**config.mk**
```make
export PLATFORM = sky130hd
export DESIGN_NAME = pwr_good_seq
export DESIGN_NICKNAME = d
export VERILOG_FILES = /design/src/rtl/pgs_pkg.sv /design/src/rtl/pgs_rail_mon.sv /design/src/rtl/pgs_mask_timer.sv /design/src/rtl/pgs_delay_timer.sv /design/src/rtl/pwr_good_seq.sv
export SDC_FILE = /design/constraint.sdc
export NUM_CORES = 1
export LEC_CHECK = 0
export BUFFER_PORTS_ARGS = -buffer_cell sky130_fd_sc_hd__buf_2
export CAP_MARGIN = 20
export CORE_MARGIN = 2
export CORE_UTILIZATION = 50
export CTS_CLUSTER_DIAMETER = 200
export CTS_CLUSTER_SIZE = 16
export DETAILED_ROUTE_END_ITERATION = 16
export PLACE_DENSITY = 0.7
export REMOVE_ABC_BUFFERS = 1
export SLEW_MARGIN = 0
export SYNTH_ARGS = -nofsm -noshare
export SYNTH_HDL_FRONTEND = slang
export SYNTH_SLANG_ARGS = --single-unit
```
**constraint.sdc**
```tcl
create_clock -name clk_i -period 1.9 [get_ports clk_i]
set_input_delay 0.19 -clock clk_i [delete_from_list [all_inputs] [get_ports clk_i]]
set_output_delay 0.19 -clock clk_i [all_outputs]
set_load 0.05 [all_outputs]
```
**src/rtl/pgs_pkg.sv**
```systemverilog
package pgs_pkg;
  typedef enum logic [1:0] {
    DLY_DEF  = 2'b00,
    DLY_FAST = 2'b01,
    DLY_MID  = 2'b10,
    DLY_LONG = 2'b11
  } dly_sel_e;

  // round up to whole ticks, never zero
  function automatic int unsigned ns_to_ticks(input int unsigned ns, input int unsigned tick_ns);
    int unsigned t;
    t = (ns + tick_ns - 1) / tick_ns;
    return (t == 0) ? 1 : t;
  endfunction

  function automatic int unsigned max4(input int unsigned a, input int unsigned b,
                                       input int unsigned c, input int unsigned d);
    int unsigned m;
    m = a;
    if (b > m) m = b;
    if (c > m) m = c;
    if (d > m) m = d;
    return m;
  endfunction
endpackage

```
**src/rtl/pgs_rail_mon.sv**
```systemverilog
module pgs_rail_mon (
  input  logic clk_i,
  input  logic rst_ni,
  input  logic clr_i,
  input  logic en_i,
  input  logic rdy_i,
  output logic good_o,
  output logic en_rise_o,
  output logic good_rise_o,
  output logic good_fall_o
);
  logic en_q, good_q, good_d;

  assign good_d = en_i & rdy_i;

  always_ff @(posedge clk_i or negedge rst_ni) begin
    if (!rst_ni) begin
      en_q   <= 1'b0;
      good_q <= 1'b0;
    end else if (clr_i) begin
      en_q   <= 1'b0;
      good_q <= 1'b0;
    end else begin
      en_q   <= en_i;
      good_q <= good_d;
    end
  end

  assign good_o      = good_q;
  assign en_rise_o   = en_i & ~en_q & ~clr_i;
  assign good_rise_o = good_d & ~good_q & ~clr_i;
  assign good_fall_o = ~good_d & good_q & ~clr_i;
endmodule

```
**src/rtl/pgs_mask_timer.sv**
```systemverilog
module pgs_mask_timer #(
  parameter int unsigned TICKS = 500,
  localparam int unsigned CW = $clog2(TICKS + 1)
) (
  input  logic clk_i,
  input  logic rst_ni,
  input  logic clr_i,
  input  logic trig_i,
  input  logic tick_i,
  output logic active_o
);
  logic [CW-1:0] cnt_q;

  always_ff @(posedge clk_i or negedge rst_ni) begin
    if (!rst_ni)                     cnt_q <= '0;
    else if (clr_i)                  cnt_q <= '0;
    else if (trig_i)                 cnt_q <= CW'(TICKS);
    else if (active_o && tick_i)     cnt_q <= cnt_q - 1'b1;
  end

  assign active_o = (cnt_q != '0);
endmodule

```
**src/rtl/pgs_delay_timer.sv**
```systemverilog
module pgs_delay_timer
  import pgs_pkg::*;
#(
  parameter int unsigned T_DEF  = 5000,
  parameter int unsigned T_FAST = 5,
  parameter int unsigned T_MID  = 10000,
  parameter int unsigned T_LONG = 20000,
  localparam int unsigned T_MAX = max4(T_DEF, T_FAST, T_MID, T_LONG),
  localparam int unsigned CW = $clog2(T_MAX + 1)
) (
  input  logic     clk_i,
  input  logic     rst_ni,
  input  logic     clr_i,
  input  logic     start_i,
  input  logic     retrig_i,
  input  logic     tick_i,
  input  dly_sel_e sel_i,
  output logic     done_o
);
  logic [CW-1:0] cnt_q, load_val;
  logic          busy_q, done_q;

  always_comb begin
    unique case (sel_i)
      DLY_FAST: load_val = CW'(T_FAST);
      DLY_MID:  load_val = CW'(T_MID);
      DLY_LONG: load_val = CW'(T_LONG);
      default:  load_val = CW'(T_DEF);
    endcase
  end

  always_ff @(posedge clk_i or negedge rst_ni) begin
    if (!rst_ni) begin
      cnt_q  <= '0;
      busy_q <= 1'b0;
      done_q <= 1'b0;
    end else if (clr_i) begin
      cnt_q  <= '0;
      busy_q <= 1'b0;
      done_q <= 1'b0;
    end else if (retrig_i || (start_i && !busy_q && !done_q)) begin
      cnt_q  <= load_val;
      busy_q <= 1'b1;
      done_q <= 1'b0;
    end else if (busy_q && tick_i) begin
      if (cnt_q == CW'(1)) begin
        cnt_q  <= '0;
        busy_q <= 1'b0;
        done_q <= 1'b1;
      end else begin
        cnt_q <= cnt_q - 1'b1;
      end
    end
  end

  assign done_o = done_q;
endmodule

```
**src/rtl/pwr_good_seq.sv**
```systemverilog
module pwr_good_seq
  import pgs_pkg::*;
#(
  parameter int unsigned TICK_NS   = 10_000,
  parameter int unsigned FAST_NS   = 50_000,
  parameter int unsigned DEF_NS    = 50_000_000,
  parameter int unsigned MID_NS    = 100_000_000,
  parameter int unsigned LONG_NS   = 200_000_000,
  parameter int unsigned MASK_NS   = 5_000_000,
  localparam int unsigned N_RAIL   = 2,
  localparam int unsigned T_FAST   = ns_to_ticks(FAST_NS, TICK_NS),
  localparam int unsigned T_DEF    = ns_to_ticks(DEF_NS, TICK_NS),
  localparam int unsigned T_MID    = ns_to_ticks(MID_NS, TICK_NS),
  localparam int unsigned T_LONG   = ns_to_ticks(LONG_NS, TICK_NS),
  localparam int unsigned T_MASK   = ns_to_ticks(MASK_NS, TICK_NS)
) (
  input  logic       clk_i,
  input  logic       rst_ni,
  input  logic       chip_rst_i,
  input  logic       en1_i,
  input  logic       en2_i,
  input  logic       rdy1_i,
  input  logic       rdy2_i,
  input  logic [1:0] dly_sel_i,
  input  logic       tick_i,
  output logic       npor_o,
  output logic       npor_oe_o
);
  logic [N_RAIL-1:0] en, rdy, good, en_rise, good_rise, good_fall, mask_act;
  logic              timer_clr, dly_done, release_ok;

  assign en  = {en2_i, en1_i};
  assign rdy = {rdy2_i, rdy1_i};

  for (genvar r = 0; r < N_RAIL; r++) begin : g_rail
    pgs_rail_mon u_mon (
      .clk_i       (clk_i),
      .rst_ni      (rst_ni),
      .clr_i       (chip_rst_i),
      .en_i        (en[r]),
      .rdy_i       (rdy[r]),
      .good_o      (good[r]),
      .en_rise_o   (en_rise[r]),
      .good_rise_o (good_rise[r]),
      .good_fall_o (good_fall[r])
    );

    pgs_mask_timer #(.TICKS(T_MASK)) u_mask (
      .clk_i    (clk_i),
      .rst_ni   (rst_ni),
      .clr_i    (chip_rst_i),
      .trig_i   (en_rise[r]),
      .tick_i   (tick_i),
      .active_o (mask_act[r])
    );
  end

  // chip reset or all rails off wins over any set event
  assign timer_clr = chip_rst_i | ~|en;

  pgs_delay_timer #(
    .T_DEF (T_DEF),
    .T_FAST(T_FAST),
    .T_MID (T_MID),
    .T_LONG(T_LONG)
  ) u_dly (
    .clk_i    (clk_i),
    .rst_ni   (rst_ni),
    .clr_i    (timer_clr),
    .start_i  (|good_rise),
    .retrig_i (|good_fall),
    .tick_i   (tick_i),
    .sel_i    (dly_sel_e'(dly_sel_i)),
    .done_o   (dly_done)
  );

  assign release_ok = dly_done & (&(good | mask_act));
  assign npor_o     = release_ok;
  assign npor_oe_o  = ~release_ok;
endmodule

```
==> key figures <==
Run status
  • Outcome: finished with violations
  • Violations in the final reports: negative setup slack

Route
  • Via count: 2,303
  • Number of remaining DRC errors: 0
  • Number of detailed-routing iterations run before antenna repair: 4
  • Starting DRC count in detailed routing: 137
  • Total length of routed wires: 6.77 mm
  • Routed Antenna Nets: 0
  • Routed wirelength normalized by instance count: 17.9 µm
  • Number of vias per cell after detailed routing: 6.08

Floorplanning
  • Width of the chip: 72.7 µm
  • Number of placement rows: 24
  • Starting utilization of the core area: 53.0%
  • Top-Level Pins: 12
  • Die Height: 72.7 µm
  • Floorplan die area: 5280 µm²
  • Core ar.: 4440 µm²

Power
  • Pwr per Cell Area: 839 nW/µm²
  • Worst voltage drop across the vdd grid: 0.413 mV
  • Leakage dissipation: 1.42 nW
  • Design Power: 2.77 mW

Setup path
  • Critical Path Source Type: register
  • CP endpoint kind: output pin
  • CP Max Fanout: 2
  • Classification of the worst setup path: register to output pin
  • Data required time of the worst path: 1.71 ns
  • Endpoint arrival time on the critical path: 2.29 ns

Placement
  • Count of buffers from port buffering: 11
  • Cell area after placement: 2780 µm²
  • Placement Setup Slack: -0.346 ns
  • Routability Congestion: 0.876
  • Half-perimeter wire length after placement: 4.28 mm
  • Number of placed cells counting well taps: 355

Clocking
  • Clock tree from TritonCTS: yes
  • Post-CTS clock slew at the launch and capture registers of the worst setup and hold paths: 0.08 ns
  • Clock Sinks: 39
  • Clk_lat worst skew: 0.30 ns
  • Buffer depth of the longest clock path: 2
  • Root Buffer: sky130_fd_sc_hd__clkbuf_8
  • CTS H-Tree Depth: 2
  • Total CTS buffers: 5

Yosys
  • Area share of the leading cell type in the synthesized netlist: 41.4%
  • Combined area of all synthesized cells: 2360 µm²
  • Leading cell type by number of instances after synthesis: sky130_fd_sc_hd__dfrtp_1
  • Count of distinct cell types in the synthesized netlist: 55
  • Post-synthesis register bit count: 39
  • Number of warnings reported in the yosys synthesis log: 0
  • Fraction of registers with async set or reset after synthesis: 100%
  • Number of flops mapped to enable cells by yosys: 0
  • Share of the yosys chip area belonging to registers: 41.4%
  • Primary flip-flop cell chosen by synthesis mapping: sky130_fd_sc_hd__dfrtp_1
  • Cell type contributing the most total cell area after synthesis: sky130_fd_sc_hd__dfrtp_1
  • Cells taking the most area after synthesis: sky130_fd_sc_hd__dfrtp_1, sky130_fd_sc_hd__nor2_1, sky130_fd_sc_hd__a21oi_1
  • Synthesized instance count: 255
  • Mean Syn Cell Area: 9.24 µm²
  • Commonest cells post-synth: sky130_fd_sc_hd__dfrtp_1, sky130_fd_sc_hd__nor2_1, sky130_fd_sc_hd__a21oi_1, sky130_fd_sc_hd__nand2_1

Global routing
  • Combined global-route utilization of all metal layers: 25.9%
  • Pin count of the biggest net entering global routing: 40
  • GRT overflow: 0
  • Number of antenna violations at the first check in global routing: 0
  • Wire length of the first global-routing pass: 10.6 mm
  • Number of global-route vias before repair: 2,265

STA
  • Fin. Hold Viols: 0
  • Final worst path period share: 130%
  • Remaining max-slew budget at the tightest pin: 66.8%
  • Final Skew: 0.00763 ns
  • Worst path setup slack after routing: -0.576 ns
  • Total setup violations reported at the end of the flow: 21
  • Smallest hold slack: 0.146 ns
  • Minimum period implied by the final worst setup slack: 2.48 ns
  • F_max: 404 MHz
  • Final slew viol count: 0
  • Total Negative Setup Slacks: -2.86 ns
  • Unrepaired setup endpoints after global routing: yes
  • Transition time of the tightest slew-check pin: 0.498 ns

Finish
  • Layout Nets: 340
  • Proportion of layout cells with a drive suffix above 1: 40.1%
  • Non-Filler Instances: 379
  • Signed area change from the synthesized netlist to the final layout: 40.0%
  • N_diodes: 0
  • Final standard cell area without fillers: 3300 µm²
  • Utilization of the core after routing: 74.2%

Flow run
  • Max Cap Viol: 0

Hold path
  • Class of the tightest hold or removal check: primary input to register
-- worst paths after layout --
kind,start,end,slack (ns),cells after the start
max,g_rail[1].u_mask.cnt_q[0]$_DFFE_PN0P_,npor_oe_o,-0.58,7
min,rdy2_i,g_rail[1].u_mon.good_o$_DFF_PN0_,0.15,2
max reg2reg,g_rail[1].u_mask.cnt_q[0]$_DFFE_PN0P_,g_rail[1].u_mask.cnt_q[0]$_DFFE_PN0P_,-0.18,8
min reg2reg,g_rail[0].u_mon.en_q$_DFF_PN0_,g_rail[0].u_mask.cnt_q[3]$_DFFE_PN0P_,0.60,2
max in group asynchronous,rst_ni,u_dly.cnt_q[5]$_DFFE_PN0P_,1.08,3
min in group asynchronous,rst_ni,g_rail[1].u_mask.cnt_q[6]$_DFFE_PN0P_,0.47,3
-- registers in the layout, indices dropped and copies added, names as in the netlist --
name                 cells
g_rail.u_mask.cnt_q     18
g_rail.u_mon.en_q        2
u_dly.done_o             1
g_rail.u_mon.good_o      2
u_dly.busy_q             1
u_dly.cnt_q             15
-- what timing repair did --
item | 4_1_cts | 5_1_grt
pin swaps | 29 | 24
setup endpoints to repair | 32 | 32
hold endpoints to repair | 39 | 0
buffers inserted | 11 | 5
resized for setup | 27 | 43
hold buffers | 1 | 0
-- cell usage in the layout (no fill, tap or decap), types with 3 or more instances in the layout --
| master | netlist | final |
|---|---|---|
| sky130_fd_sc_hd__a21oi_1 | 17 | 14 |
| sky130_fd_sc_hd__a21oi_2 | 0 | 3 |
| sky130_fd_sc_hd__a221o_1 | 3 | 3 |
| sky130_fd_sc_hd__a221oi_2 | 2 | 6 |
| sky130_fd_sc_hd__a31oi_1 | 4 | 4 |
| sky130_fd_sc_hd__buf_2 | 4 | 9 |
| sky130_fd_sc_hd__buf_4 | 1 | 50 |
| sky130_fd_sc_hd__buf_6 | 0 | 14 |
| sky130_fd_sc_hd__clkbuf_8 | 0 | 7 |
| sky130_fd_sc_hd__dfrtp_1 | 39 | 39 |
| sky130_fd_sc_hd__inv_1 | 10 | 9 |
| sky130_fd_sc_hd__nand2_1 | 15 | 13 |
| sky130_fd_sc_hd__nand2b_1 | 3 | 3 |
| sky130_fd_sc_hd__nand3_1 | 7 | 4 |
| sky130_fd_sc_hd__nand3_2 | 0 | 3 |
| sky130_fd_sc_hd__nand3b_1 | 3 | 3 |
| sky130_fd_sc_hd__nand4_1 | 3 | 3 |
| sky130_fd_sc_hd__nor2_1 | 24 | 21 |
| sky130_fd_sc_hd__nor2b_1 | 8 | 8 |
| sky130_fd_sc_hd__nor3_1 | 10 | 9 |
| sky130_fd_sc_hd__nor3_2 | 2 | 3 |
| sky130_fd_sc_hd__nor4_1 | 5 | 3 |
| sky130_fd_sc_hd__o211ai_1 | 3 | 3 |
| sky130_fd_sc_hd__o21ai_0 | 9 | 4 |
| sky130_fd_sc_hd__o21ai_1 | 8 | 10 |
| sky130_fd_sc_hd__o21ai_2 | 0 | 3 |
| sky130_fd_sc_hd__or3_1 | 8 | 6 |
| sky130_fd_sc_hd__xnor2_1 | 8 | 7 |
| sky130_fd_sc_hd__xor2_1 | 6 | 6 |
-- critical path, cell delays in order (launching register included) --
cell and delay, ns:
sky130_fd_sc_hd__dfrtp_1 0.38, sky130_fd_sc_hd__inv_1 0.06, sky130_fd_sc_hd__ha_1 0.15, sky130_fd_sc_hd__or3b_4 0.37, sky130_fd_sc_hd__or3_4 0.33, sky130_fd_sc_hd__or3_1 0.30, sky130_fd_sc_hd__o211ai_1 0.14, sky130_fd_sc_hd__buf_4 0.25
-- layer usage --
| metal | routed length (µm) | global-route usage [%] |
|---|---|---|
| met3 | 312 | 4.28 |
| met5 | 0 | 0 |
| met4 | 265 | 11.5 |
| met1 | 2750 | 32.9 |
| met2 | 3440 | 43.4 |
-- kinds of logic after synthesis --
logic type               count (synthesis)  share of synthesized area, %
flip-flops                              39                          41.4
buffers and inverters                   21                          3.72
multiplexers                             1                         0.425
AO/OA/AOI/OAI                           70                          22.0
XOR/XNOR                                14                          5.20
adder cells (fa/ha/maj)                  4                          2.12
AND/OR/NAND/NOR                        106                          25.1
-- final cells by class --
cell class | instances | area (µm²)
Multi-Input combinational cell | 195 | 1530
Fill cell | 325 | 1140
Sequential cell | 39 | 976
Timing Repair Buffer | 74 | 588
Clock buffer | 8 | 100
Tap cell | 52 | 65.1
Inverter | 11 | 41.3
-- power breakdown --
part           total, mW  switching, mW  internal (mW)
Sequential         0.996         0.0762          0.919
Clock              0.639          0.307          0.332
Combinational       1.13          0.555          0.579
Total               2.77          0.938           1.83
Note: power is estimated with default switching activity, not from simulation.
